## config.mk

```make
export PLATFORM = sky130hd
export DESIGN_NAME = accum_cpu
export DESIGN_NICKNAME = d
export VERILOG_FILES = /design/src/rtl/accum_cpu_pkg.sv /design/src/rtl/accum_cpu_rst_sync.sv /design/src/rtl/accum_cpu_seq.sv /design/src/rtl/accum_cpu_dp.sv /design/src/rtl/accum_cpu.sv
export SDC_FILE = /design/constraint.sdc
export NUM_CORES = 1
export LEC_CHECK = 0
export ABC_AREA = 0
export BUFFER_PORTS_ARGS = -buffer_cell sky130_fd_sc_hd__buf_2
export CORE_MARGIN = 4
export CORE_UTILIZATION = 45
export CTS_CLUSTER_SIZE = 25
export DETAILED_ROUTE_END_ITERATION = 7
export PLACE_DENSITY = 0.74
export SLEW_MARGIN = 40
export SYNTH_ARGS = -nofsm -noshare
export SYNTH_HDL_FRONTEND = slang
export SYNTH_SLANG_ARGS = --single-unit
```

## constraint.sdc

```tcl
create_clock -name clk -period 6.34 [get_ports clk]
set_input_delay 1.268 -clock clk [delete_from_list [all_inputs] [get_ports clk]]
set_output_delay 1.268 -clock clk [all_outputs]
set_load 0.01 [all_outputs]
```

## src/rtl/accum_cpu_pkg.sv

```systemverilog
package accum_cpu_pkg;

  localparam int unsigned OP_W   = 3;
  localparam int unsigned STEP_W = 2;

  localparam logic [OP_W-1:0] OP_ADD  = 3'd0;
  localparam logic [OP_W-1:0] OP_ISZ  = 3'd1;
  localparam logic [OP_W-1:0] OP_BSA  = 3'd2;
  localparam logic [OP_W-1:0] OP_JMP  = 3'd3;
  localparam logic [OP_W-1:0] OP_HALT = 3'd7;

  typedef enum logic [2:0] {
    CYC_FETCH = 3'd0,
    CYC_IND   = 3'd1,
    CYC_EXEC  = 3'd2,
    CYC_INTR  = 3'd3,
    CYC_HALT  = 3'd4
  } cyc_e;

  // One bit per micro-operation issued in the current step
  typedef struct packed {
    logic mar_from_pc;
    logic mar_from_ir;
    logic mar_from_save;
    logic mbr_from_mem;
    logic mbr_from_pc;
    logic mbr_inc;
    logic pc_inc;
    logic pc_skip_zero;
    logic pc_from_ir;
    logic pc_from_handler;
    logic ir_from_mbr;
    logic iraddr_from_mbr;
    logic r1_add;
    logic mem_write;
  } ctl_t;

endpackage

```

## src/rtl/accum_cpu_rst_sync.sv

```systemverilog
module accum_cpu_rst_sync (
  input  logic clk,
  input  logic rst_n,
  output logic rst_sync_n
);

  logic [1:0] sync_q;

  always_ff @(posedge clk or negedge rst_n) begin
    if (!rst_n) sync_q <= 2'b00;
    else        sync_q <= {sync_q[0], 1'b1};
  end

  assign rst_sync_n = sync_q[1];

endmodule

```

## src/rtl/accum_cpu_seq.sv

```systemverilog
module accum_cpu_seq
  import accum_cpu_pkg::*;
(
  input  logic            clk,
  input  logic            rst_ni,
  input  logic            irq,
  input  logic [OP_W-1:0] ir_op,
  input  logic [OP_W-1:0] mbr_op,
  input  logic            mbr_ind,
  output ctl_t            ctl,
  output logic            halted
);

  cyc_e              cyc_q, cyc_n;
  logic [STEP_W-1:0] step_q, step_n;
  logic              ien_q, ien_n;
  cyc_e              bnd_cyc;

  // Where control goes after a complete instruction
  always_comb begin
    bnd_cyc = (irq && ien_q) ? CYC_INTR : CYC_FETCH;
  end

  always_comb begin
    ctl    = '0;
    cyc_n  = cyc_q;
    step_n = step_q + STEP_W'(1);
    ien_n  = ien_q;
    unique case (cyc_q)
      CYC_FETCH: begin
        unique case (step_q)
          2'd0: ctl.mar_from_pc = 1'b1;
          2'd1: begin
            ctl.mbr_from_mem = 1'b1;
            ctl.pc_inc       = 1'b1;
          end
          default: begin
            ctl.ir_from_mbr = 1'b1;
            step_n = '0;
            if (mbr_op == OP_HALT) cyc_n = CYC_HALT;
            else if (mbr_ind)      cyc_n = CYC_IND;
            else                   cyc_n = CYC_EXEC;
          end
        endcase
      end
      CYC_IND: begin
        unique case (step_q)
          2'd0: ctl.mar_from_ir  = 1'b1;
          2'd1: ctl.mbr_from_mem = 1'b1;
          default: begin
            ctl.iraddr_from_mbr = 1'b1;
            step_n = '0;
            cyc_n  = CYC_EXEC;
          end
        endcase
      end
      CYC_EXEC: begin
        if (ir_op == OP_ADD) begin
          unique case (step_q)
            2'd0: ctl.mar_from_ir  = 1'b1;
            2'd1: ctl.mbr_from_mem = 1'b1;
            default: begin
              ctl.r1_add = 1'b1;
              step_n = '0;
              cyc_n  = bnd_cyc;
            end
          endcase
        end else if (ir_op == OP_ISZ) begin
          unique case (step_q)
            2'd0: ctl.mar_from_ir  = 1'b1;
            2'd1: ctl.mbr_from_mem = 1'b1;
            2'd2: ctl.mbr_inc      = 1'b1;
            default: begin
              ctl.mem_write    = 1'b1;
              ctl.pc_skip_zero = 1'b1;
              step_n = '0;
              cyc_n  = bnd_cyc;
            end
          endcase
        end else if (ir_op == OP_BSA) begin
          unique case (step_q)
            2'd0: begin
              ctl.mar_from_ir = 1'b1;
              ctl.mbr_from_pc = 1'b1;
            end
            2'd1: begin
              ctl.pc_from_ir = 1'b1;
              ctl.mem_write  = 1'b1;
            end
            default: begin
              ctl.pc_inc = 1'b1;
              step_n = '0;
              cyc_n  = bnd_cyc;
            end
          endcase
        end else begin
          ctl.pc_from_ir = (ir_op == OP_JMP);
          step_n = '0;
          cyc_n  = bnd_cyc;
        end
      end
      CYC_INTR: begin
        unique case (step_q)
          2'd0: begin
            ctl.mbr_from_pc = 1'b1;
            ien_n = 1'b0;
          end
          2'd1: begin
            ctl.mar_from_save   = 1'b1;
            ctl.pc_from_handler = 1'b1;
          end
          default: begin
            ctl.mem_write = 1'b1;
            step_n = '0;
            cyc_n  = CYC_FETCH;
          end
        endcase
      end
      default: begin
        step_n = '0;
        cyc_n  = CYC_HALT;
      end
    endcase
  end

  always_ff @(posedge clk or negedge rst_ni) begin
    if (!rst_ni) begin
      cyc_q  <= CYC_FETCH;
      step_q <= '0;
      ien_q  <= 1'b1;
    end else begin
      cyc_q  <= cyc_n;
      step_q <= step_n;
      ien_q  <= ien_n;
    end
  end

  assign halted = (cyc_q == CYC_HALT);


  halt_sticky_chk: assert property (@(posedge clk) disable iff (!rst_ni)
    halted |=> halted);


  write_spacing_chk: assert property (@(posedge clk) disable iff (!rst_ni)
    ctl.mem_write |=> !ctl.mem_write);


  intr_entry_chk: assert property (@(posedge clk) disable iff (!rst_ni)
    (cyc_q == CYC_INTR && step_q == 2'd0) |-> (ien_q && $past(irq)));


  intr_once_chk: assert property (@(posedge clk) disable iff (!rst_ni)
    (cyc_q == CYC_INTR && step_q == 2'd2) |=> !ien_q);

endmodule

```

## src/rtl/accum_cpu_dp.sv

```systemverilog
module accum_cpu_dp
  import accum_cpu_pkg::*;
#(
  parameter int unsigned AW           = 12,
  parameter int unsigned DW           = 16,
  parameter int unsigned SAVE_ADDR    = 0,
  parameter int unsigned HANDLER_ADDR = 1
) (
  input  logic            clk,
  input  logic            rst_ni,
  input  ctl_t            ctl,
  input  logic [DW-1:0]   mem_rdata,
  output logic [AW-1:0]   mar,
  output logic [DW-1:0]   mbr,
  output logic [DW-1:0]   r1,
  output logic [OP_W-1:0] ir_op,
  output logic [OP_W-1:0] mbr_op,
  output logic            mbr_ind
);

  localparam int unsigned PAD_W = DW - AW;

  logic [AW-1:0] pc_q, pc_n, mar_n;
  logic [DW-1:0] mbr_n, ir_q, ir_n, r1_n;
  logic          pc_en, mar_en, mbr_en, ir_en, r1_en;
  logic          mbr_zero;

  assign mbr_zero = (mbr == '0);

  always_comb begin
    pc_en  = ctl.pc_inc | ctl.pc_from_ir | ctl.pc_from_handler
           | (ctl.pc_skip_zero & mbr_zero);
    pc_n   = ctl.pc_from_handler ? AW'(HANDLER_ADDR) :
             ctl.pc_from_ir      ? ir_q[AW-1:0]      : pc_q + AW'(1);

    mar_en = ctl.mar_from_pc | ctl.mar_from_ir | ctl.mar_from_save;
    mar_n  = ctl.mar_from_pc ? pc_q :
             ctl.mar_from_ir ? ir_q[AW-1:0] : AW'(SAVE_ADDR);

    mbr_en = ctl.mbr_from_mem | ctl.mbr_from_pc | ctl.mbr_inc;
    mbr_n  = ctl.mbr_from_mem ? mem_rdata :
             ctl.mbr_from_pc  ? {{PAD_W{1'b0}}, pc_q} : mbr + DW'(1);

    ir_en  = ctl.ir_from_mbr | ctl.iraddr_from_mbr;
    ir_n   = ctl.ir_from_mbr ? mbr : {ir_q[DW-1:AW], mbr[AW-1:0]};

    r1_en  = ctl.r1_add;
    r1_n   = r1 + mbr;
  end

  always_ff @(posedge clk or negedge rst_ni) begin
    if (!rst_ni) begin
      pc_q <= '0;
      mar  <= '0;
      mbr  <= '0;
      ir_q <= '0;
      r1   <= '0;
    end else begin
      if (pc_en)  pc_q <= pc_n;
      if (mar_en) mar  <= mar_n;
      if (mbr_en) mbr  <= mbr_n;
      if (ir_en)  ir_q <= ir_n;
      if (r1_en)  r1   <= r1_n;
    end
  end

  assign ir_op   = ir_q[DW-1 -: OP_W];
  assign mbr_op  = mbr[DW-1 -: OP_W];
  assign mbr_ind = mbr[AW];


  fetch_read_chk: assert property (@(posedge clk) disable iff (!rst_ni)
    (ctl.mbr_from_mem && ctl.pc_inc) |=>
      (pc_q == $past(pc_q) + AW'(1)) && (mbr == $past(mem_rdata)));


  ir_copy_hold_chk: assert property (@(posedge clk) disable iff (!rst_ni)
    ctl.ir_from_mbr |=> (ir_q == $past(mbr)) && $stable(mbr));


  add_result_chk: assert property (@(posedge clk) disable iff (!rst_ni)
    ctl.r1_add |=> r1 == $past(r1) + $past(mbr));

endmodule

```

## src/rtl/accum_cpu.sv

```systemverilog
module accum_cpu
  import accum_cpu_pkg::*;
#(
  parameter int unsigned AW           = 12,
  parameter int unsigned DW           = 16,
  parameter int unsigned SAVE_ADDR    = 0,
  parameter int unsigned HANDLER_ADDR = 1
) (
  input  logic          clk,
  input  logic          rst_n,
  input  logic          irq,
  input  logic [DW-1:0] mem_rdata,
  output logic [AW-1:0] mem_addr,
  output logic [DW-1:0] mem_wdata,
  output logic          mem_we,
  output logic          halted,
  output logic [DW-1:0] acc_out
);

  logic            rst_ni;
  ctl_t            ctl;
  logic [OP_W-1:0] ir_op, mbr_op;
  logic            mbr_ind;

  accum_cpu_rst_sync u_rst (
    .clk        (clk),
    .rst_n      (rst_n),
    .rst_sync_n (rst_ni)
  );

  accum_cpu_seq u_seq (
    .clk     (clk),
    .rst_ni  (rst_ni),
    .irq     (irq),
    .ir_op   (ir_op),
    .mbr_op  (mbr_op),
    .mbr_ind (mbr_ind),
    .ctl     (ctl),
    .halted  (halted)
  );

  accum_cpu_dp #(
    .AW           (AW),
    .DW           (DW),
    .SAVE_ADDR    (SAVE_ADDR),
    .HANDLER_ADDR (HANDLER_ADDR)
  ) u_dp (
    .clk       (clk),
    .rst_ni    (rst_ni),
    .ctl       (ctl),
    .mem_rdata (mem_rdata),
    .mar       (mem_addr),
    .mbr       (mem_wdata),
    .r1        (acc_out),
    .ir_op     (ir_op),
    .mbr_op    (mbr_op),
    .mbr_ind   (mbr_ind)
  );

  assign mem_we = ctl.mem_write;

endmodule

```

## After elaboration in Yosys (flattened, before gate mapping)

Cells that the tools add are included.

| word-level totals | value |
|---|---|
| input bits | 19 |
| register bits | 80 |
| logic and storage cells | 107 |

| cells by class | value |
|---|---|
| reductions and logical operators | 12 |
| $add $sub $neg | 4 |
| multiplexer cells | 58 |
| equal/unequal tests | 14 |
| bitwise operators | 9 |

Operator list:

| kind | count |
|---|---|
| 12-bit 2-to-1 mux | 4 |
| 16-bit 2-to-1 mux | 2 |
| 1-bit 2-to-1 mux | 27 |
| 3-bit 2-to-1 mux | 9 |
| 16-bit by 1-bit adder with 16-bit output, second input constant | 1 |
| 16-bit adder | 1 |
| 16-bit logical NOT | 1 |
| 2-bit 2-to-1 mux | 8 |
| 12-bit by 1-bit adder with 12-bit output, second input constant | 1 |
| 3-bit by 2-bit == test with 1-bit output, second input constant | 4 |
| 3-bit one-hot mux with 4 select lines | 1 |
| 1-bit one-hot mux with 2 select lines | 5 |
| 1-bit OR | 8 |
| 3-bit by 1-bit == test with 1-bit output, second input constant | 2 |
| 3-bit == test, second input constant | 2 |
| 3-bit logical NOT | 2 |
| 2-bit != test, second input constant | 3 |
| 3-bit OR reduction | 2 |
| 5-bit 2-to-1 mux | 1 |
| 4-bit by 3-bit != test with 1-bit output, second input constant | 1 |
| 2-bit one-hot mux with 2 select lines | 1 |
| 2-bit AND reduction | 2 |
| 4-bit AND reduction | 1 |
| 2-bit OR reduction | 2 |
| other kinds (6) | 6 |

## Longest topological paths before layout

Gate-level depths: netlist of run 1.

| depth | value |
|---|---|
| depth after elaboration | 10 |
| mapped depth | 11 |
| gate-level depth less buffers | 8 |

## Hierarchy

A second synthesis of run 1 with hierarchy kept.

| second synthesis, totals | value |
|---|---|
| cells, all modules | 562 |
| area total of the unflattened synthesis | 5,036.1 um^2 |

By module, submodules not included:

| module | sequential area each (um^2) | times used | area each (um^2) | cells each |
|---|---|---|---|---|
| accum_cpu_dp | 1,776.7 | 1 | 4,289.1 | 478 |
| accum_cpu_seq | 151.4 | 1 | 693.2 | 81 |
| accum_cpu_rst_sync | 50.0 | 1 | 53.8 | 3 |

## Worst setup path before layout of run 1

OpenSTA, ideal clock, no wires.

| timing | value |
|---|---|
| kind | flip-flop to output port |
| from | register u_seq.step_q[1] |
| to | output port mem_we |
| cell stages (with the launch flop) | 6 |
| arrival time | 1.259 ns |
| setup slack | 3.813 ns |
| data required time | 5.072 ns |
| cells stage by stage | dfrtp_1 > inv_1 > ha_1 > clkbuf_1 > nor2_1 > a32o_1 |

| between the ends | value |
|---|---|
| cells in the longest elaborated chain, start to end | 6 |
| elaborated cells between the ends (all ways) | 12 |

RTL lines:

| item | line | source |
|---|---|---|
| start: declaration | accum_cpu_seq.sv:15 | `logic [STEP_W-1:0] step_q, step_n;` |
| start signal: assignment | accum_cpu_seq.sv:133 | `step_q <= step_n;` |
| 2-bit == test, or another cell as far along | accum_cpu_seq.sv:69 | `unique case (step_q)` |
| 3-bit OR reduction (no source line) or 1-bit 2-to-1 mux (tied branches) | - |  |
| 1-bit 2-to-1 mux, on equally long branches | accum_cpu_seq.sv:69, accum_cpu_seq.sv:80 |  |
| 1-bit 2-to-1 mux | accum_cpu_seq.sv:68 | `end else if (ir_op == OP_ISZ) begin` |
| 1-bit 2-to-1 mux | accum_cpu_seq.sv:58 | `if (ir_op == OP_ADD) begin` |
| 1-bit one-hot mux with 2 select lines * | accum_cpu_seq.sv:29 | `unique case (cyc_q)` |
| end: declaration | accum_cpu.sv:15 | `output logic mem_we,` |

Every way passes the cells marked *; elsewhere a longest branch is shown, timed or not.

## Final worst setup path of run 1

| timing | value |
|---|---|
| from | register u_seq.step_q[0] |
| to | output port mem_we |

Same word-level chain as after synthesis.

==> impl_results.md, run 1 <==
* RSZ-0062 raised after global routing: no
* Sw Share at between 20% and 30%
* CTS tree: done
* DRC viols at 0
* Layout cells sized above 1 at about a fifth
* Vias at between 4000 and 5000
* Power, Total at roughly 0.86 mW
* Worst-Margin Slew at 0.6385 ns
* Gpl congestion at ~0.87
* FF-to-FF End: u_dp.pc_q[11]
* Fin Setup TNS at 0 ns
* CP Class: flop to primary output
* CP Launch Type: flop
* Largest net degree at the start of global routing at 43
* Core footprint at about 10000 sq um
* First-pass GRT wire length at ~21 mm
* Top FF cell, synth: dfrtp_1
* PortBufs at between 60 and 70
* Hold Path Class: flop to asynchronous set/reset pin
* Vias in the first global route at roughly 4100
* Clock share of power at roughly 40%
* Finished Core Util at between 50 and 60%
* Die W at roughly 110 um
* Post-synthesis cell area at roughly 4800 sq um
* Cells after DPL at just under 700
* Peak VDD IR at 98.41 uV
* Final ANT Viol Nets at 0
* #FFs+latches synth at between 70 and 80
* Post-CTS Hold Buffers at 0
* Top Ports at 65
* Syn Area/Cell at around 9.2 sq um
* P_int at 0.6520 mW
* Post-route setup slack at between 3 and 4 ns
* Worst Setup End Kind: primary output
* Crit path required time at between 5 and 6 ns
* Wire length per cell at between 15 and 20 um
* DRT Pass-1 Iters at 5
* DIE AREA at around 12000 sq um
* Post_cts resized at 0
* H-tree depth at 3
* Leak pwr at approximately 2.7 nW
* Post-synth EDFFs at 0
* Seq pwr share at between 50% and 60%
* Max_slew headroom at 57.33%
* Fill count at 1001
* Clock Sinks at 79
* Post-CTS setup buffers at 0
* Root buffer cell: clkbuf_8
* Synth top area cells: dfrtp_1 (41%), ha_1 (6.2%), nand2_1 (4.2%)
* Sequential fraction of the synthesis area at 41.14%
* Starting DRT DRC Count at 347
* Min Hold Slack at 0.2966 ns
* Number of distinct library cells after synthesis at 55
* Worst skew pair latency at ~0.36 ns
* Ys Warns at 0
* Hpwl dp at just under 9 mm
* Finished Layout Cells at 710
* CTS buffer count at 9
* Die H at ~110 um
* Final wirelength at 12.18 mm
* Post-Place Cell Area at 5230 sq um
* Vias per cell at approximately 5.9
* Final nets at 613
* Critical path data arrival time at 1.88 ns
* Largest fanout on the critical path at 6
* Crit share post-route at between 40% and 50%
* Area leader, netlist: dfrtp_1
* Slew Limit Fails at 0
* Synth Net Count at approximately 560
* Most common cell in the netlist: dfrtp_1
* Pwr per Cell Area at 158.6 nW/um^2
* Clock Pin Slew Worst Setup and Hold Paths at approximately 0.09 ns
* Minimum clock period at ~3.1 ns
* Reg2reg start: u_seq.cyc_q[0]
* Total grt overflow at 0
* R2R cell count at 6
* Hold Fails Final Rpt at 0
* Diode count at 0
* GRT Total Usage at 20.18%
* Post-synth top area share at 40.59%
* Place WS at 3.524 ns
* R2R setup slack at 3.64 ns
* Logic pwr share at roughly 1.5%
* CP startpoint: u_seq.step_q[0]
* Async SR Flop Fraction at 100.0%
* Core Rows at 37
* Final setup fails at 0
* Initial core utilization at between 40% and 50%
* Clock buffer depth at 2
* Max Cap Viol at 0
* Syn Inst Count at 520
* Final Instance Area at around 5400 sq um
* Skew final at around 0.011 ns
* CP Capture Point: mem_we
* Fmax at about 320 MHz
* Area Overhead vs Synth at 12.49%
* Antenna violations before repair at 0
* Commonest cells post-synth: dfrtp_1 (78), nand2_1 (54), a21oi_1 (39)
* Net Sw Power at ~0.21 mW
* Status: complete, no violations
[layer usage]
layer	GRT usage (%)	wire length, um	vias up
met5	0	0	-
met4	7.299	287	0
met3	4.891	623	25
met2	31.89	5812	126
met1	27.14	5460	2052
li1	-	-	2003
[critical path, stage by stage, from the launching register on]
cell,delay [ns]
dfrtp_1,0.44
inv_1,0.10
ha_1,0.29
nor2_1,0.30
a32o_1,0.24
buf_2,0.14
[flip-flops by register name, indices dropped and copies added, names as in the netlist]
name          flops
u_seq.ien_q       1
u_dp.r1          16
u_seq.step_q      2
u_dp.ir_q        15
u_dp.pc_q        12
u_dp.mar         12
u_rst.sync_q      2
u_dp.mbr         16
u_seq.cyc_q       3
[cell usage in the layout (no fill, tap or decap), types with 9 or more instances in the layout]
| cell type | netlist | layout |
|---|---|---|
| xor2_1 | 10 | 10 |
| ha_1 | 24 | 24 |
| nor2_1 | 36 | 35 |
| a211oi_1 | 13 | 13 |
| nor3_1 | 11 | 10 |
| nand3_1 | 19 | 19 |
| a222oi_1 | 12 | 12 |
| nand2_1 | 54 | 54 |
| buf_2 | 3 | 64 |
| nand4_1 | 13 | 13 |
| mux2_2 | 16 | 16 |
| inv_1 | 21 | 21 |
| o21ai_0 | 29 | 29 |
| clkbuf_8 | 0 | 9 |
| dfrtp_1 | 78 | 77 |
| a21oi_1 | 39 | 39 |
| xnor2_1 | 17 | 17 |
[power by group through the flow]
stage / combinational, mW / clock, mW / sequential, mW
after floorplan: 0.000182 / 0 / 0.521
after global placement: 0.00684 / 0 / 0.524
after detailed placement: 0.0134 / 0 / 0.519
after CTS: 0.0135 / 0.344 / 0.509
after global routing: 0.0150 / 0.369 / 0.510
final: 0.0130 / 0.336 / 0.509
[layout make-up]
| cell class | instances | area [sq um] | share of cell area (%) |
|---|---|---|---|
| clock inverters | 5 | 33.78 | 0.6246 |
| repair buffers | 69 | 370.4 | 6.847 |
| clock buffers | 11 | 131.4 | 2.429 |
| inverters | 21 | 78.83 | 1.457 |
| flip-flops and latches | 79 | 1982 | 36.64 |
| multi-input cells | 389 | 2643 | 48.85 |
| well taps | 136 | 170.2 | 3.146 |
[kinds of logic after synthesis]
family / count (synthesis) / share of synthesized area, %
simple gates: 173 / 17.98
compound gates: 140 / 19.57
buf+inv: 52 / 4.450
xor+xnor: 27 / 4.918
flops: 79 / 41.14
fa+ha+maj: 25 / 6.662
mux: 23 / 5.204
other cells: 1 / 0.07799
[how the worst min path moves through the flow]
stage	to	cells after the start	slack, ns
6_report	u_dp.mar[9]	0	0.30
5_1_grt	u_dp.mar[9]	0	0.35
4_1_cts	u_dp.mar[9]	0	0.32
3_5_place_dp	u_dp.mar[2]	0	0.32
3_3_place_gp	u_rst.sync_q[1]	0	0.34
2_1_floorplan	u_rst.sync_q[1]	0	0.33
(Power assumes the default switching activity.)
==> inputs of run 2 (changes only) <==
--- a/config.mk
+++ b/config.mk
@@ -5,13 +5,13 @@
 export SDC_FILE = /design/constraint.sdc
 export NUM_CORES = 1
 export LEC_CHECK = 0
-export ABC_AREA = 0
+export ABC_AREA = 1
 export BUFFER_PORTS_ARGS = -buffer_cell sky130_fd_sc_hd__buf_2
 export CORE_MARGIN = 4
 export CORE_UTILIZATION = 45
 export CTS_CLUSTER_SIZE = 25
 export DETAILED_ROUTE_END_ITERATION = 7
-export PLACE_DENSITY = 0.74
+export PLACE_DENSITY = 0.76
 export SLEW_MARGIN = 40
 export SYNTH_ARGS = -nofsm -noshare
 export SYNTH_HDL_FRONTEND = slang
==> constraint.sdc (replaced) <==
create_clock -name clk -period 2.85 [get_ports clk]
set_input_delay 0.57 -clock clk [delete_from_list [all_inputs] [get_ports clk]]
set_output_delay 0.57 -clock clk [all_outputs]
set_load 0.01 [all_outputs]
==> run 2 against run 1 <==
  * Combinational power grew to 300 times the previous value
  * Area after synthesis rose by 15%
  * Final cell count up 50%
  * Worst hold slack better by 0.016 ns
  * Register-to-register slack got worse by 3.0 ns
  * Cell area up 18%
  * Clock power grew to 3.8 times the previous value
  * Largest power group is now combinational cells
  * Highest routed layer unchanged
==> impl_results.md, run 2 <==
* First-pass GRT wire length at 24.48 mm (+19%)
* Largest net degree at the start of global routing at 43 (unchanged)
* CP Class: flop to primary output
* Place WS at 0.7270 ns (-2.797 ns)
* CP max stage delay at 0.41 ns (-0.03 ns)
* Fin Setup TNS at 0 ns (unchanged)
* DRC viols at 0 (unchanged)
* CTS buffer count at 9 (unchanged)
* Post-synth EDFFs at 0 (unchanged)
* Top Ports at 65 (unchanged)
* Top FF cell, synth: dfrtp_1
* Syn Inst Count at 830 (+60%)
* Hold Fails Final Rpt at 0 (unchanged)
* Crit share post-route at between 80% and 90%
* Largest fanout on the critical path at 6 (unchanged)
* Post-synthesis cell area at 5545 sq um (+15%)
* Total grt overflow at 0 (unchanged)
* Met2 Wirelength at 7.038 mm (+21%)
* Most common cell in the netlist: nand2_1
* Critical path data arrival time at 1.78 ns (-0.10 ns)
* Ys Warns at 0 (unchanged)
* Final nets at 935 (+53%)
* CTS tree: done
* Minimum clock period at 2.346 ns
* Most common cell after layout, fill and taps aside: nand2_1
* Root buffer cell: clkbuf_16
* CP bufs+invs at 3 (+1)
* Worst path top cell family by delay: flip-flops
* Vias per cell at 5.130 (-13%)
* Skew final at 0.009598 ns (-0.001860 ns)
* Post-CTS setup buffers at 0 (unchanged)
* H-tree depth at 3 (unchanged)
* Worst-Margin Slew at 0.7065 ns (+0.06795 ns)
* Number of distinct library cells after synthesis at 38 (-31%)
* Met3 Wirelength at 820 um (+32%)
* Largest regs: u_dp.mbr x16, u_dp.r1 x16, u_dp.ir_q x15
* Leak pwr at 3.456 nW (+27%)
* Core footprint at 12060 sq um (+16%)
* Post-route setup slack at 0.5039 ns (-2.692 ns)
* Syn Area/Cell at 6.681 sq um (-28%)
* Final ANT Viol Nets at 0 (unchanged)
* Async SR Flop Fraction at 100.0% (unchanged)
* Synth Net Count at 874 (+55%)
* CP Launch Type: flop
* Fmax at 426.2 MHz
* Final Instance Area at 6361 sq um (+18%)
* Initial core utilization at 45.98% (-0.39 points)
* DIE AREA at 14160 sq um (+14%)
* Diode count at 0 (unchanged)
* GRT Total Usage at 21.10% (+0.92 points)
* Die H at 119.0 um (+6.9%)
* Max stage delay cell, worst path: dfrtp_1
* Critical path, cell by cell: inv_1 > ha_1 > nor2_2 > inv_1 > o21ai_0 > buf_2
* Slew Limit Fails at 0 (unchanged)
* #FFs+latches synth at 79 (unchanged)
* Pwr per Cell Area at 1153 nW/um^2 (+630%)
* Worst Setup End Kind: primary output
* Worst skew pair latency at 0.36 ns (about the same)
* Vias at 5458 (+30%)
* RSZ-0062 raised after global routing: no
* Layout cells sized above 1 at 13.62% (-5.5 points)
* Gpl congestion at 0.8834 (+0.98%)
* Max_slew headroom at 52.73% (-4.6 points)
* Wire length per cell at 13.69 um (-20%)
* Peak VDD IR at 536.6 uV (+450%)
* Area leader, netlist: dfrtp_1
* Post-Place Cell Area at 6023 sq um (+15%)
* Sequential fraction of the synthesis area at 35.67% (-5.5 points)
* Antenna violations before repair at 0 (unchanged)
* DRT Pass-1 Iters at 5 (unchanged)
* Max Cap Viol at 0 (unchanged)
* Synth top area cells: dfrtp_1 (35%), nand2_1 (20%), nand3_1 (8.8%)
* Die W at 119.0 um (+6.9%)
* PortBufs at 64 (unchanged)
* Wl on met1 at 6.519 mm (+19%)
* Starting DRT DRC Count at 481 (+39%)
* Hold Path Class: flop to asynchronous set/reset pin
* Top Layer Used: met4
* Most used cell, CP: inv_1
* Status: complete, no violations
* Clock Pin Slew Worst Setup and Hold Paths at 0.07 ns (-0.02 ns)
* Crit path required time at 2.28 ns (-2.79 ns)
* Post-synth top area share at 35.20% (-5.4 points)
* Clock buffer depth at 2 (unchanged)
* Area Overhead vs Synth at 14.71%
* Clock Sinks at 79 (unchanged)
* Vias in the first global route at 5075 (+23%)
* Most frequent cells in the layout: nand2_1 (294), inv_1 (97), nand3_1 (97)
* Commonest cells post-synth: nand2_1 (294), inv_1 (97), nand3_1 (97)
* Final setup fails at 0 (unchanged)
* Final wirelength at 14.56 mm (+20%)
* Core Rows at 40 (+8.1%)
* Hpwl dp at 11.05 mm (+24%)
[run 2: cell count changes in the layout (fill, tap and decap cells not counted), moves of 12 or more]
cell / before / now
nand2_1: 54 / 294
nand3_1: 19 / 97
inv_1: 21 / 97
nor2_1: 35 / 71
a21oi_1: 39 / 21
mux2_2: 16 / 0
xnor2_1: 17 / 3
a211oi_1: 13 / 0
a222oi_1: 12 / 0
[run 2: power by group]
group	internal [mW]	switching [mW]	leakage (nW)
registers	1.57	0.627	1.01
clock network	0.778	0.512	0.157
logic	1.39	2.45	2.29
total	3.74	3.59	3.46
[run 2: final timing paths]
| kind | cells past startpoint | slack, ns | endpoint | from |
|---|---|---|---|---|
| max in group asynchronous | 1 | 1.90 | u_seq.ien_q | u_rst.sync_q[1] |
| worst max register to register | 11 | 0.67 | u_dp.pc_q[4] | u_seq.step_q[1] |
| worst min register to register | 0 | 0.31 | u_dp.r1[15] | u_rst.sync_q[1] |
| min in group clk | 0 | 0.36 | u_rst.sync_q[1] | u_rst.sync_q[0] |
| worst max-delay path | 6 | 0.50 | mem_we | u_seq.step_q[0] |
| worst min-delay path | 0 | 0.31 | u_dp.r1[15] | u_rst.sync_q[1] |
[run 2: layout make-up]
| cell class | count | area, sq um |
|---|---|---|
| clock buffers | 9 | 225.2 |
| clock inverters | 7 | 102.6 |
| fillers | 1205 | 5700 |
| inverters | 101 | 379.1 |
| multi-input cells | 630 | 3082 |
| flip-flops and latches | 79 | 1982 |
| well taps | 168 | 210.2 |
| repair buffers | 70 | 380.4 |
[run 2: stage by stage]
| step | hold WS, ns | instances | power [mW] | utilization [%] |
|---|---|---|---|---|
| finish | 0.3123 | 1064 | 7.334 | 52.74 |
| global route | 0.3609 | 1064 | 8.034 | 52.74 |
| CTS | 0.3305 | 1064 | 7.353 | 52.74 |
| detailed placement | 0.3294 | 1047 | 6.028 | 49.94 |
| global placement | 0.3343 | 1046 | 5.944 | 49.77 |
| floorplan | 0.2744 | 830 | 5.002 | - |
[run 2: what timing repair did]
item,in CTS,in global routing
resized for setup,0,0
endpoints found under the hold margin,2,0
hold buffers,1,0
[run 2: logic make-up after synthesis]
family | Yosys count | share of synthesized area [%]
buffers and inverters | 121 | 8.754
DFF | 79 | 35.67
xor gates and xnor gates | 11 | 1.738
adders and majority gates | 25 | 5.776
AOI/OAI and AO/OA | 74 | 7.672
and+or+nand+nor | 519 | 40.32
other | 1 | 0.06762
[run 2: worst reg2reg max path, delay by kind of cell, from the launching register on]
kind	cells	cell delay [ns]
buffers and inverters	3	0.40
AOI/OAI and AO/OA	1	0.06
adders and majority gates	1	0.24
and+or+nand+nor	6	0.98
DFF	1	0.38
[run 2: routing by layer]
layer  GRT usage [%]  vias to the layer above
met5               0                        -
met3           4.938                       20
met4           5.286                        0
met1           27.24                     2499
li1                -                     2777
met2           35.68                      162
==> inputs of run 3 (changes only) <==
--- a/config.mk
+++ b/config.mk
@@ -11,7 +11,7 @@
 export CORE_UTILIZATION = 45
 export CTS_CLUSTER_SIZE = 25
 export DETAILED_ROUTE_END_ITERATION = 7
-export PLACE_DENSITY = 0.76
+export PLACE_DENSITY = 0.73
 export SLEW_MARGIN = 40
 export SYNTH_ARGS = -nofsm -noshare
 export SYNTH_HDL_FRONTEND = slang
==> constraint.sdc (replaced) <==
create_clock -name clk -period 2.2 [get_ports clk]
set_input_delay 0.44 -clock clk [delete_from_list [all_inputs] [get_ports clk]]
set_output_delay 0.44 -clock clk [all_outputs]
set_load 0.01 [all_outputs]
==> run 3 against run 2 <==
  * Global-route usage is 0.45 points higher
  * Largest cell class unchanged
  * Register-to-register slack worse by 0.48 ns
  * Clock power is 29% higher
  * Worst hold slack worse by 0.058 ns
  * Critical endpoint unchanged
  * Routed wire length is 4.3% higher
  * Critical path depth stayed put
  * Total power is 33% higher
  * Sequential share of layout area is 0.74 points lower
  * Cell area is 2.4% higher
  * Highest routed layer unchanged
  * Count of clock-buffer cells in the layout is 1 higher
==> impl_results.md, run 3 (same netlist as run 2, synthesis figures left out) <==
* Final nets at 954 (+2.0%)
* Worst Setup End Kind: primary output
* Root buffer cell: clkbuf_16
* Clock Pin Slew Worst Setup and Hold Paths at 0.06 ns (about the same)
* Worst-Margin Slew at 0.7588 ns (+0.05234 ns)
* Fill count at 1214 (+0.75%)
* CTS buffer count at 9 (unchanged)
* Skew final at 0.01199 ns (+0.002397 ns)
* Most frequent cells in the layout: nand2_1 (294), inv_1 (97), nand3_1 (97)
* Final setup fails at 0 (unchanged)
* CP Class: flop to primary output
* Final Instance Area at 6516 sq um (+2.4%)
* PortBufs at 64 (unchanged)
* Multi-input gate area at 3092 sq um (+0.32%)
* Area Overhead vs Synth at 17.51%
* Diode count at 0 (unchanged)
* Clock Sinks at 79 (unchanged)
* Largest net degree at the start of global routing at 51 (+19%)
* Starting DRT DRC Count at 364 (-24%)
* Most used cell, CP: nand2_1
* Max stage delay cell, worst path: dfrtp_1
* Initial core utilization at 45.98% (unchanged)
* Slew Limit Fails at 0 (unchanged)
* Max Cap Viol at 0 (unchanged)
* RSZ-0062 raised after global routing: yes
* Seq pwr share at 28.0% (-2.0 points)
* Vias in the first global route at 5171 (+1.9%)
* CTS tree: done
* GRT busiest layer: met2
* Most common cell after layout, fill and taps aside: nand2_1
* DIE AREA at 14160 sq um (unchanged)
* Crit path required time at 1.76 ns (-0.52 ns)
* Worst path top cell family by delay: simple AND/OR/NAND/NOR gates
* Vias at 5599 (+2.6%)
* Place WS at 0.1099 ns (-0.6171 ns)
* Leak pwr at 3.553 nW (+2.8%)
* Peak VDD IR at 693.7 uV (+29%)
* Status: complete, no violations
* Final ANT Viol Nets at 0 (unchanged)
* Critical path, cell by cell: nor2_2 > nand2_1 > o21ai_0 > nand2_1 > o21ai_1 > buf_2
* GRT Total Usage at 21.55% (+0.45 points)
* Clock buffer depth at 2 (unchanged)
* Layout cells sized above 1 at 15.52% (+1.9 points)
* Top Ports at 65 (unchanged)
* CP max stage delay at 0.43 ns (+0.02 ns)
* H-tree depth at 3 (unchanged)
* Clock share of power at 17.0% (-0.6 points)
* Hold Fails Final Rpt at 0 (unchanged)
* Logic pwr share at 55.0% (+2.6 points)
* Die H at 119.0 um (unchanged)
* Post-route setup slack at 0.04499 ns (-0.4589 ns)
* DRT Pass-1 Iters at 5 (unchanged)
* Hold Path Class: flop to asynchronous set/reset pin
* P_int at 5.053 mW (+35%)
* Pwr per Cell Area at 1498 nW/um^2 (+30%)
* Met1 Usage GRT at 28.40% (+1.2 points)
* Total grt overflow at 0 (unchanged)
* Minimum clock period at 2.155 ns
* Gpl congestion at 0.9104 (+3.1%)
* Met3 usage at 3.419% (-1.5 points)
* Wire length per cell at 14.03 um (+2.5%)
* Power, Total at 9.762 mW (+33%)
* Final wirelength at 15.19 mm (+4.3%)
* CP bufs+invs at 1 (-2)
* Vias per cell at 5.170 (+0.78%)
* Net Sw Power at 4.709 mW (+31%)
* Largest fanout on the critical path at 5 (-1)
* Critical path data arrival time at 1.72 ns (-0.06 ns)
* Antenna violations before repair at 0 (unchanged)
* Max_slew headroom at 49.23% (-3.5 points)
* Seq. cell area at 1982 sq um (unchanged)
* CP Launch Type: flop
* Crit share post-route at a little over nine tenths
* Fmax at approximately 460 MHz
* First-pass GRT wire length at 24.89 mm (+1.7%)
* Core Rows at 40 (unchanged)
* Worst skew pair latency at 0.34 ns (-0.02 ns)
* Hpwl dp at 11.52 mm (+4.3%)
* DRC viols at 0 (unchanged)
* Largest regs: u_dp.mbr x16, u_dp.r1 x16, u_dp.ir_q x15
* Die W at 119.0 um (unchanged)
* Met2 usage at 36.35% (+0.67 points)
* Post-Place Cell Area at 6166 sq um (+2.4%)
* Sw Share at 48.24% (-0.73 points)
* Finished Core Util at 54.02% (+1.3 points)
* Core footprint at 12060 sq um (unchanged)
run 3: area by class of cell:
cell class	instances	share of cell area [%]
clock buffer	10	3.667
clock inverter	6	1.402
inverter	101	5.818
multi-input combinational	630	47.45
sequential	79	30.41
tap	168	3.226
timing repair buffer	89	8.026
run 3: path summary, 6_finish.rpt:
kind	slack, ns	to	cells past startpoint	startpoint
max in group asynchronous	1.31	u_seq.ien_q	1	u_rst.sync_q[1]
min in group clk	0.35	u_rst.sync_q[1]	0	u_rst.sync_q[0]
hold reg to reg	0.25	u_dp.r1[12]	0	u_rst.sync_q[1]
setup reg to reg	0.19	u_dp.pc_q[2]	9	u_seq.step_q[0]
setup / recovery	0.04	mem_we	6	u_dp.ir_q[15]
hold / removal	0.25	u_dp.r1[12]	0	u_rst.sync_q[1]
run 3: routing by layer:
layer,vias to the layer above,wire (um)
li1,2807,-
met1,2572,6602
met2,192,7321
met3,28,959
met4,0,307
met5,-,0
run 3: repair_timing:
action	CTS	global route
setup endpoints to repair	0	13
hold endpoints to repair	2	0
setup buffers	0	0
hold buffers	1	0
resized for setup	0	3
run 3: power by group through the flow:
stage          clock (mW)  combinational [mW]  sequential [mW]
4_1_cts              1.69                5.38             2.72
6_report             1.66                5.36             2.74
3_3_place_gp            0                5.25             2.74
2_1_floorplan           0                3.73             2.75
5_1_grt              1.76                6.09             2.83
3_5_place_dp            0                5.34             2.74
run 3: through the flow:
stage               hold WS [ns]  setup TNS (ns)  std cells
finish                    0.2543               0       1083
global placement          0.2293               0       1066
detailed placement        0.2293               0       1066
CTS                       0.2789               0       1083
floorplan                 0.1444               0        830
global route              0.2915        -0.01396       1083
